### src/rtl/tmr_tick_pkg.sv
package tmr_tick_pkg;

  localparam int SEL_W  = 3;
  localparam int PSC_W  = 10;
  localparam int N_TAPS = 4;

  typedef enum logic [SEL_W-1:0] {
    TS_STOP     = 3'b000,
    TS_DIV1     = 3'b001,
    TS_DIV8     = 3'b010,
    TS_DIV64    = 3'b011,
    TS_DIV256   = 3'b100,
    TS_DIV1024  = 3'b101,
    TS_EXT_FALL = 3'b110,
    TS_EXT_RISE = 3'b111
  } tmr_sel_e;

  // log2 of each divided ratio, index 0 = smallest ratio
  function automatic int tap_log2(input int idx);
    case (idx)
      0:       return 3;
      1:       return 6;
      2:       return 8;
      default: return 10;
    endcase
  endfunction

endpackage

### src/rtl/tmr_prescale.sv
module tmr_prescale
  import tmr_tick_pkg::*;
#(
  parameter int CNT_W = PSC_W,
  parameter int TAPS  = N_TAPS
) (
  input  logic            clk_i,
  input  logic            rst_ni,
  input  logic            clr_i,
  output logic [TAPS-1:0] tap_o
);

  logic [CNT_W-1:0] cnt_q;
  logic [CNT_W-1:0] cnt_d;
  logic             cnt_en;

  assign cnt_en = 1'b1;

  always_comb begin
    cnt_d = cnt_q;
    if (clr_i) begin
      cnt_d = '0;
    end else if (cnt_en) begin
      cnt_d = cnt_q + 1'b1;
    end
  end

  always_ff @(posedge clk_i or negedge rst_ni) begin
    if (!rst_ni) begin
      cnt_q <= '0;
    end else begin
      cnt_q <= cnt_d;
    end
  end

  for (genvar g = 0; g < TAPS; g++) begin : g_tap
    localparam int LW = tap_log2(g);
    assign tap_o[g] = &cnt_q[LW-1:0];

    // every divided tap is a one-cycle strobe
    p_tap_single_r4: assert property (@(posedge clk_i) disable iff (!rst_ni)
      tap_o[g] |=> !tap_o[g]);
  end

  // clear returns the counter to zero
  p_clr_zero_r5: assert property (@(posedge clk_i) disable iff (!rst_ni)
    clr_i |=> (cnt_q == '0));

  // free-running advance by one per clock
  p_advance_r4: assert property (@(posedge clk_i) disable iff (!rst_ni)
    !clr_i |=> (cnt_q == $past(cnt_q) + 1'b1));

endmodule

### src/rtl/tmr_ext_edge.sv
module tmr_ext_edge #(
  parameter int STAGES = 2
) (
  input  logic clk_i,
  input  logic rst_ni,
  input  logic pin_i,
  output logic rise_o,
  output logic fall_o
);

  logic [STAGES-1:0] sync_q;
  logic [STAGES-1:0] sync_d;
  logic              prev_q;
  logic              prev_d;
  logic              lvl;

  if (STAGES > 1) begin : g_chain
    assign sync_d = {sync_q[STAGES-2:0], pin_i};
  end else begin : g_single
    assign sync_d = pin_i;
  end

  assign lvl    = sync_q[STAGES-1];
  assign prev_d = lvl;

  always_ff @(posedge clk_i or negedge rst_ni) begin
    if (!rst_ni) begin
      sync_q <= '0;
      prev_q <= 1'b0;
    end else begin
      sync_q <= sync_d;
      prev_q <= prev_d;
    end
  end

  assign rise_o = lvl & ~prev_q;
  assign fall_o = ~lvl & prev_q;

  // one detected edge gives a single-cycle strobe
  p_rise_single_r9: assert property (@(posedge clk_i) disable iff (!rst_ni)
    rise_o |=> !rise_o);
  p_fall_single_r9: assert property (@(posedge clk_i) disable iff (!rst_ni)
    fall_o |=> !fall_o);
  // rising and falling strobes never coincide
  p_excl_r6: assert property (@(posedge clk_i) disable iff (!rst_ni)
    !(rise_o && fall_o));

endmodule

### src/rtl/tmr_tick_sel.sv
module tmr_tick_sel
  import tmr_tick_pkg::*;
#(
  parameter int SYNC_STAGES = 2
) (
  input  logic             clk_i,
  input  logic             rst_ni,
  input  logic [SEL_W-1:0] sel_i,
  input  logic             ext_clk_i,
  input  logic             psr_clr_i,
  output logic             tick_o
);

  logic [N_TAPS-1:0] tap_w;
  logic              rise_w;
  logic              fall_w;
  logic              tick_d;
  logic              tick_q;
  tmr_sel_e          sel_e;

  tmr_prescale #(
    .CNT_W (PSC_W),
    .TAPS  (N_TAPS)
  ) u_psc (
    .clk_i  (clk_i),
    .rst_ni (rst_ni),
    .clr_i  (psr_clr_i),
    .tap_o  (tap_w)
  );

  tmr_ext_edge #(
    .STAGES (SYNC_STAGES)
  ) u_edge (
    .clk_i  (clk_i),
    .rst_ni (rst_ni),
    .pin_i  (ext_clk_i),
    .rise_o (rise_w),
    .fall_o (fall_w)
  );

  assign sel_e = tmr_sel_e'(sel_i);

  always_comb begin
    tick_d = 1'b0;
    case (sel_e)
      TS_STOP:     tick_d = 1'b0;
      TS_DIV1:     tick_d = 1'b1;
      TS_DIV8:     tick_d = tap_w[0];
      TS_DIV64:    tick_d = tap_w[1];
      TS_DIV256:   tick_d = tap_w[2];
      TS_DIV1024:  tick_d = tap_w[3];
      TS_EXT_FALL: tick_d = fall_w;
      TS_EXT_RISE: tick_d = rise_w;
      default:     tick_d = 1'b0;
    endcase
  end

  always_ff @(posedge clk_i or negedge rst_ni) begin
    if (!rst_ni) begin
      tick_q <= 1'b0;
    end else begin
      tick_q <= tick_d;
    end
  end

  assign tick_o = tick_q;

  // output low while in reset
  p_rst_low_r1: assert property (@(posedge clk_i)
    !rst_ni |-> !tick_o);
  // stop code gives no tick on the following cycle
  p_stop_r2: assert property (@(posedge clk_i) disable iff (!rst_ni)
    (sel_i == 3'b000) |=> !tick_o);
  // undivided code ticks on the following cycle
  p_div1_r3: assert property (@(posedge clk_i) disable iff (!rst_ni)
    (sel_i == 3'b001) |=> tick_o);
  // falling-edge code ignores rising pin strobes
  p_fall_only_r7: assert property (@(posedge clk_i) disable iff (!rst_ni)
    ((sel_i == 3'b110) && rise_w) |=> !tick_o);

endmodule

### config.mk
export PLATFORM = sky130hd
export DESIGN_NAME = tmr_tick_sel
export DESIGN_NICKNAME = d
export VERILOG_FILES = /design/src/rtl/tmr_tick_pkg.sv /design/src/rtl/tmr_prescale.sv /design/src/rtl/tmr_ext_edge.sv /design/src/rtl/tmr_tick_sel.sv
export SDC_FILE = /design/constraint.sdc
export NUM_CORES = 1
export LEC_CHECK = 0
export BUFFER_PORTS_ARGS = -buffer_cell sky130_fd_sc_hd__buf_2
export CORE_AREA = 2 2 39 41
export DETAILED_ROUTE_END_ITERATION = 6
export DIE_AREA = 0 0 41 43
export HOLD_SLACK_MARGIN = 0.15
export MAX_ROUTING_LAYER = met4
export PLACE_DENSITY = 0.73
export SETUP_SLACK_MARGIN = 0.4
export SLEW_MARGIN = 20
export SYNTH_ARGS = -nofsm -noshare
export SYNTH_HDL_FRONTEND = slang
export SYNTH_SLANG_ARGS = --single-unit
### constraint.sdc
create_clock -name clk_i -period 2 [get_ports clk_i]
set_input_delay 0.2 -clock clk_i [delete_from_list [all_inputs] [get_ports clk_i]]
set_output_delay 0.2 -clock clk_i [all_outputs]
set_load 0.005 [all_outputs]
Word-level counts from Yosys, hierarchy flattened
Index checks and enable logic that the tools add are counted.

Bits in registers: 14. Output and inout port bits: 1. Word-level logic and storage cells: 23.

$add $sub $neg: 1. Equality and inequality tests: 7. Muxes and demuxes: 2. Bitwise operators: 4. Reduce and logical (&&, ||, !) cells: 5.

Operators with widths (number): $eq A3 B3 Y1 const B (4); $add A10 B1 Y10 const B (1); $mux W10 (1); $reduce_and A10 Y1 (1); $pmux W1 S8 (1); $reduce_and A8 Y1 (1); $eq A3 B2 Y1 const B (2); $reduce_and A6 Y1 (1); $eq A3 B1 Y1 const B (1); $logic_not A3 Y1 (1); $reduce_and A3 Y1 (1); $and A1 B1 Y1 (2); $not A1 Y1 (2).

Longest topological paths before layout
Gate-level depths: netlist (run 1).

Word-level depth: 3. Mapped depth: 5. Mapped depth without buffers: 5.

Cells and area by module
From an unflattened synthesis (run 1), not the netlist that was laid out.

Cell total of the unflattened synthesis: 65. Area, all modules: 674.4 µm².

Modules (own cells, without submodules): tmr_prescale (instances 1, cells an instance 49, area an instance 494.2 µm², sequential area each 250.2 µm²); tmr_ext_edge (instances 1, cells an instance 5, area an instance 90.1 µm², sequential area each 75.1 µm²); tmr_tick_sel (instances 1, cells an instance 11, area an instance 90.1 µm², sequential area each 25.0 µm²).

Worst setup path before layout (run 1)
OpenSTA, ideal clock, no wires.

Kind: reg-to-reg. From: register u_psc.cnt_q[0]. To: register tick_q, in the netlist tick_o. Setup time: 130 ps. Arrival: 1166 ps. Data required time: 1870 ps. Slack: 704 ps. Cell stages (with the launch flop): 6. Cells stage by stage: dfrtp_1 ha_1 ha_1 nor2b_1 a221oi_1 a21oi_1.

Longest elaborated chain between the ends: 2. Elaborated cells on any way between the ends: 5. Those cells by class: mux (1); reduce/logical (4).

Ends and longest elaborated chain: start, declared (line tmr_prescale.sv:13) `logic [CNT_W-1:0] cnt_q;`; start signal, assigned (line tmr_prescale.sv:32) `cnt_q <= cnt_d;`; $reduce_and A10 Y1, or another cell as far along (line tmr_prescale.sv:38) `assign tap_o[g] = &cnt_q[LW-1:0];`; $pmux W1 S8 * (line tmr_tick_sel.sv:45) `case (sel_e)`; named net tick_d (line tmr_tick_sel.sv:17) `logic tick_d;`; end signal, assigned (line tmr_tick_sel.sv:62) `tick_q <= tick_d;`; end, declared (line tmr_tick_sel.sv:18) `logic tick_q;`.

The timed path passes the listed nets; every way through them passes the cells marked *.

Worst setup path after layout (run 1)
Same ends and word-level chain as after synthesis.

==> summary.md, run 1 <==
| Metric | Value |
|---|---|
| Top cells by count, synth | `dfrtp_1 (14), nor2_1 (9), xnor2_1 (4)` |
| Instance count of the mapped netlist | `58` |
| Vias in the first global route | `398` |
| Sw Share | `21.76%` |
| Clock Sinks | `14` |
| Worst Tran Pin Value | `303.1 ps` |
| Ys flop type | `dfrtp_1` |
| Wirelength, routed | `989 um` |
| WL/cell | `11.37 um` |
| PD cells | `729.7 nW/um^2` |
| Residual DRC | `0` |
| Seq/Total Area, Yosys | `56.68%` |
| Count leader, synth | `dfrtp_1` |
| Clk_lat worst skew | `280 ps` |
| Largest area contributor in the netlist | `dfrtp_1` |
| Sum of negative setup slack | `0 ps` |
| Worst VDD drop | `504.1 uV` |
| Final setup fails | `0` |
| Synthesized net count | `67` |
| Slew Limit Fails | `0` |
| Ant. Diodes | `0` |
| I/O Buffers | `7` |
| Initial antenna violation count | `0` |
| Drt initial violations | `7` |
| Final HPWL DP | `705.8 um` |
| P_int | `0.0004200 W` |
| Routability cong. | `0.6791` |
| 1st-pass router iterations | `2` |
| Max Cap Viol | `0` |
| I/O pins | `8` |
| Final nets | `81` |
| Comb power frac | `6.6%` |
| Hold Path Class | `input pin to flip-flop` |
| Final period util | `68.80%` |
| Number of flops mapped to enable cells by yosys | `0` |
| Hold Crit Start | `psr_clr_i` |
| Die extent in y | `43 um` |
| Flop pwr share | `55.8%` |
| Minimum clock period | `1376 ps` |
| DP Worst Slack | `650.0 ps` |
| Average size of a mapped cell | `10.66 um^2` |
| GR Layer Usage met3 | `4.712%` |
| Crit path from | `u_psc.cnt_q[0]` |
| Top-area cell type share of the netlist area | `56.68%` |
| Initial Utilization | `44.67%` |
| Post-CTS setup buffers | `0` |
| Startpoint types | `flip-flop` |
| LEAKAGE | `0.3145 nW` |
| Die X | `41 um` |
| Critical path class | `flip-flop to flip-flop` |
| Status | `finished, final reports clean` |
| NetSw | `0.0001168 W` |
| Overall Global Routing Usage | `16.46%` |
| Via count | `438` |
| Share of synthesized registers carrying an async set or reset | `100.0%` |
| Drt via density | `5.034` |
| Max Clk Rate | `726.7 MHz` |
| Post-CTS sizing | `0` |
| Total power | `0.0005368 W` |
| Top cells by area, synth | `dfrtp_1 (57%), xnor2_1 (5.7%), nor2_1 (5.5%)` |
| Post-route ant nets | `0` |
| Final Core Density | `53.16%` |
| Rel. slew slack | `79.79%` |
| Post-synth cell types | `21` |
| Synth Cell Area | `618.1 um^2` |
| CP arrival | `1540 ps` |
| First-pass GRT wire length | `1835 um` |
| Hold_buf cts | `3` |
| Largest net degree at the start of global routing | `15` |
| Final hold vios | `0` |
| Met2 usage | `22.50%` |
| Die area | `1763 um^2` |
| Crit end category | `flip-flop` |
| Data required, critical path | `2170 ps` |
| Worst-path maximum fanout | `4` |
| Most used routing layer | `met2` |
| Cell row count | `14` |
| Core Area | `1384 um^2` |
| RSZ-0062 raised after global routing | `false` |
| Clock power share | `37.6%` |
| Final setup skew | `4.187 ps` |
| Clock Path Buffers | `2` |
| GR Util met1 | `20.82%` |
| Yosys Warn Count | `0` |
| Clock-pin slew on the worst setup and hold paths | `80 ps` |
| Worst r2r src | `u_psc.cnt_q[0]` |
| Fraction of layout cells with a size suffix above 1 | `18.31%` |
| Worst Setup Slack, final | `623.9 ps` |
| Synth Register Bits | `14` |
| Total number of H-tree levels | `1` |
| TritonCTS Buffers | `3` |
| Remaining global-route overflow | `0` |
| Clock tree root buffer cell | `clkbuf_4` |
| CTS tree | `yes` |
| Area growth, synth to finish | `19.03%` |
==> worst max-delay path, cell delays in order (launching register included) <==
cell,delay (ps)
dfrtp_1,420
ha_1,240
ha_1,170
nor2b_1,120
a221oi_1,240
a21oi_1,70
==> state kept, by name, indices dropped and copies added, names as in the netlist <==
register	count
tick_o	1
u_edge.prev_q	1
u_edge.sync_q	2
u_psc.cnt_q	10
==> cell usage in the layout (no fill, tap or decap) <==
cell type	instances
nor4_2	1
a221oi_1	1
inv_1	2
nor3_1	1
xnor2_1	4
nor2_1	9
nand3_1	3
nor2b_1	3
buf_2	7
xor2_1	2
a21oi_1	3
nand3_2	1
ha_1	2
dfrtp_1	14
dlygate4sd3_1	3
nand2_1	3
o21ai_0	3
clkbuf_8	1
nand3b_1	1
nand2b_1	1
nand4_1	1
clkbuf_4	3
a22oi_1	1
or3_1	1
==> worst paths after layout <==
| path | to | slack, ps | depth (start not counted) |
|---|---|---|---|
| setup / recovery | tick_o | 620 | 5 |
| hold / removal | u_psc.cnt_q[8] | 190 | 2 |
| setup reg to reg | tick_o | 620 | 5 |
| hold reg to reg | u_edge.sync_q[1] | 360 | 0 |
| max in group asynchronous | u_psc.cnt_q[2] | 1440 | 2 |
| min in group asynchronous | tick_o | 330 | 2 |
==> cell type report <==
class                   count  area (um^2)
clock buffers               4        36.28
inverters                   2        7.507
flip-flops and latches     14        350.3
fillers                   122        648.1
multi-input cells          41        256.5
repair buffers             10        65.06
well taps                  16        20.02
==> power by group through the flow <==
stage	Sequential, W	Combinational (W)	Clock (W)
floorplan	0.000304	0.0000148	0
global placement	0.000304	0.0000318	0
detailed placement	0.000305	0.0000318	0
CTS	0.000300	0.0000367	0.000209
global route	0.000301	0.0000419	0.000222
finish	0.000299	0.0000354	0.000202
==> cell families (layout without fill, tap and decap cells) <==
group                    after synthesis  in the layout  synth area share, %
buffers and inverters                  3             16                1.822
AND/OR/NAND/NOR                       25             25                21.46
flip-flops                            14             14                56.68
adder cells (fa/ha/maj)                2              2                4.048
XOR/XNOR                               6              6                8.502
AO/OA/AOI/OAI                          8              8                7.489
==> per-layer routing <==
metal | wire (um) | vias up
met1 | 433 | 207
met5 | 0 | -
li1 | - | 222
met3 | 25 | 4
met2 | 499 | 5
met4 | 31 | 0
==> stage by stage <==
step,hold slack (ps),cell area (um^2),instances
final,194.5,735.7,87
after global routing,196.5,735.7,87
after floorplan,-95.59,618.1,58
after detailed placement,109.3,669.4,80
after CTS,194.2,735.7,87
after global placement,105.0,669.4,80
(Power assumes the default switching activity.)
==> run 2, diff against run 1 <==
--- a/config.mk
+++ b/config.mk
@@ -6,12 +6,12 @@
 export NUM_CORES = 1
 export LEC_CHECK = 0
 export BUFFER_PORTS_ARGS = -buffer_cell sky130_fd_sc_hd__buf_2
-export CORE_AREA = 2 2 39 41
+export CORE_MARGIN = 2
+export CORE_UTILIZATION = 47
 export DETAILED_ROUTE_END_ITERATION = 6
-export DIE_AREA = 0 0 41 43
 export HOLD_SLACK_MARGIN = 0.15
 export MAX_ROUTING_LAYER = met4
-export PLACE_DENSITY = 0.73
+export PLACE_DENSITY = 0.77
 export SETUP_SLACK_MARGIN = 0.4
 export SLEW_MARGIN = 20
 export SYNTH_ARGS = -nofsm -noshare
==> constraint.sdc (replaced) <==
create_clock -name clk_i -period 1.2 [get_ports clk_i]
set_input_delay 0.12 -clock clk_i [delete_from_list [all_inputs] [get_ports clk_i]]
set_output_delay 0.12 -clock clk_i [all_outputs]
set_load 0.005 [all_outputs]
==> run 2 against run 1 <==
Critical endpoint unchanged. Final cell count rose by 8.0%. The run now ends with setup timing left. Clock power up 66%. Combinational power rose to 3.3 times the previous value. Design area increased by 21%. First-iteration DRC count is 57% lower. Sequential share of layout area decreased by 8.1 points. Sequential power rose by 68%. Critical path depth is the same. Largest power group unchanged. Worst setup slack worse by 700 ps.
==> summary.md, run 2 (synthesized netlist as in run 1, its figures left out) <==
| Metric | Value |
|---|---|
| Status | `complete, but fails checks` |
| Violated checks | `setup timing` |
| Top reg by flops | `u_psc.cnt_q` |
| Final setup skew | `0.5270 ps (-3.660 ps)` |
| Max Clk Rate | `780.9 MHz (+7.5%)` |
| Final HPWL DP | `867.9 um (+23%)` |
| Total number of H-tree levels | `1 (unchanged)` |
| Largest net degree at the start of global routing | `15 (unchanged)` |
| I/O pins | `8 (unchanged)` |
| Die X | `40.27 um (-1.8%)` |
| Worst Setup Slack, final | `-80.54 ps (-704.5 ps)` |
| Hold Path Class | `input pin to flip-flop` |
| Core Area | `1269 um^2 (-8.3%)` |
| Die area | `1621 um^2 (-8.0%)` |
| Largest regs | `u_psc.cnt_q (10), u_edge.sync_q (2)` |
| Most common cell after layout, fill and taps aside | `dfrtp_1` |
| Vias in the first global route | `535 (+34%)` |
| Routability cong. | `0.7371 (+8.5%)` |
| Fill count | `85 (-30%)` |
| Slew Limit Fails | `0 (unchanged)` |
| Ant. Diodes | `0 (unchanged)` |
| 1st-pass router iterations | `4 (+2)` |
| Area of the multi-input gates | `342.8 um^2 (+34%)` |
| First-pass GRT wire length | `2201 um (+20%)` |
| Minimum clock period | `1281 ps (-95.54 ps)` |
| WL/cell | `14.79 um (+30%)` |
| Overall Global Routing Usage | `21.75% (+5.3 points)` |
| I/O Buffers | `7 (unchanged)` |
| Clock Sinks | `14 (unchanged)` |
| Design Area, Final | `889.6 um^2 (+21%)` |
| Startpoint types | `flip-flop` |
| Final hold vios | `0 (unchanged)` |
| Dpl cells | `82 (+2.5%)` |
| Max Cap Viol | `0 (unchanged)` |
| CP arrival | `1450 ps (-90 ps)` |
| Area growth, synth to finish | `43.93%` |
| Final period util | `106.7% (+38 points)` |
| Rel. slew slack | `79.25% (-0.54 points)` |
| Data required, critical path | `1370 ps (-800 ps)` |
| Worst-path maximum fanout | `3 (-1)` |
| Via count | `498 (+14%)` |
| Final setup fails | `5 (+5)` |
| TritonCTS Buffers | `3 (unchanged)` |
| Post-route ant nets | `0 (unchanged)` |
| Final nets | `89 (+9.9%)` |
| Clock tree root buffer cell | `clkbuf_4` |
| Dpl cell area | `698.2 um^2 (+4.3%)` |
| Wirelength, routed | `1390 um (+41%)` |
| Critical path class | `flip-flop to flip-flop` |
| Residual DRC | `0 (unchanged)` |
| WHS | `145.6 ps (-48.93 ps)` |
| Clock Path Buffers | `2 (unchanged)` |
| Worst VDD drop | `688.9 uV (+37%)` |
| Clock-pin slew on the worst setup and hold paths | `80 ps (about the same)` |
| PD cells | `1072 nW/um^2 (+47%)` |
| Non-filler instance count after layout | `94 (+8.0%)` |
| Worst Tran Pin Value | `311.3 ps (+8.151 ps)` |
| Register area | `351.6 um^2 (+0.36%)` |
| Met2 usage | `37.50% (+15 points)` |
| Crit end category | `flip-flop` |
| Total power | `0.0009536 W (+78%)` |
| LEAKAGE | `0.4005 nW (+27%)` |
| Number of flip-flops in the largest register | `10 (unchanged)` |
| GR Util met1 | `24.65% (+3.8 points)` |
| RSZ-0062 raised after global routing | `true` |
| Initial Utilization | `48.72% (+4.1 points)` |
| Most frequent cells in the layout | `dfrtp_1 (13), nor2_1 (8), buf_2 (7)` |
| Drt initial violations | `3 (-4)` |
| Initial antenna violation count | `0 (unchanged)` |
| CTS tree | `yes` |
| GR Layer Usage met3 | `3.333% (-1.4 points)` |
| Cell row count | `13 (-1)` |
| Die extent in y | `40.27 um (-6.4%)` |
| Clk_lat worst skew | `280 ps (about the same)` |
| Sum of negative setup slack | `-247.1 ps (-247.1 ps)` |
| Remaining global-route overflow | `0 (unchanged)` |
| Drt via density | `5.298 (+5.2%)` |
| Fraction of layout cells with a size suffix above 1 | `40.51% (+22 points)` |
| Most used routing layer | `met2` |
## run 2: per-layer routing
layer	wire [um]	vias up
li1	-	239
met1	583	247
met2	751	9
met3	39	3
met4	16	0
met5	0	-
## run 2: final cells by class
class | count | area share [%]
clock buffers | 4 | 4.079
inverters | 2 | 0.8439
multi-input cells | 41 | 38.54
flip-flops and latches | 14 | 39.52
well taps | 15 | 2.110
repair buffers | 18 | 14.91
## run 2: timing repair
| item | 4_1_cts | 5_1_grt |
|---|---|---|
| setup buffers | 4 | 1 |
| hold endpoints to repair | 19 | 0 |
| setup endpoints to repair | 11 | 11 |
| resized for setup | 10 | 8 |
| hold buffers | 3 | 0 |
| pin swaps | 9 | 8 |
## run 2: through the flow
stage               setup slack (ps)  utilization, %
CTS                           -90.74           66.77
detailed placement            -98.02           55.03
global route                  -149.6           70.12
floorplan                     -51.47               -
finish                        -80.54           70.12
global placement              -46.63           55.03
## run 2: worst paths after layout
| check | end | cells after the start | slack, ps | start |
|---|---|---|---|---|
| min in group asynchronous | tick_o | 2 | 260 | rst_ni |
| max | tick_o | 5 | -80 | u_psc.cnt_q[0] |
| min reg2reg | u_edge.sync_q[1] | 0 | 390 | u_edge.sync_q[0] |
| min | u_psc.cnt_q[1] | 2 | 150 | psr_clr_i |
| max reg2reg | tick_o | 5 | -80 | u_psc.cnt_q[0] |
| max in group asynchronous | u_psc.cnt_q[2] | 2 | 690 | rst_ni |
## run 2: critical path, stage by stage, from the launching register on
cell      delay (ps)
dfrtp_1          420
ha_4             190
nand4_1          140
o21ai_1          110
a221oi_2         250
a21oi_1           60
## run 2: report_power, final
part / switching [W] / internal [W] / leakage [nW] / total, W
combinational: 0.0000537 / 0.0000630 / 0.196 / 0.000117
sequential: 0.0000144 / 0.000488 / 0.183 / 0.000502
clock: 0.000150 / 0.000185 / 0.0210 / 0.000335
total: 0.000218 / 0.000735 / 0.400 / 0.000954
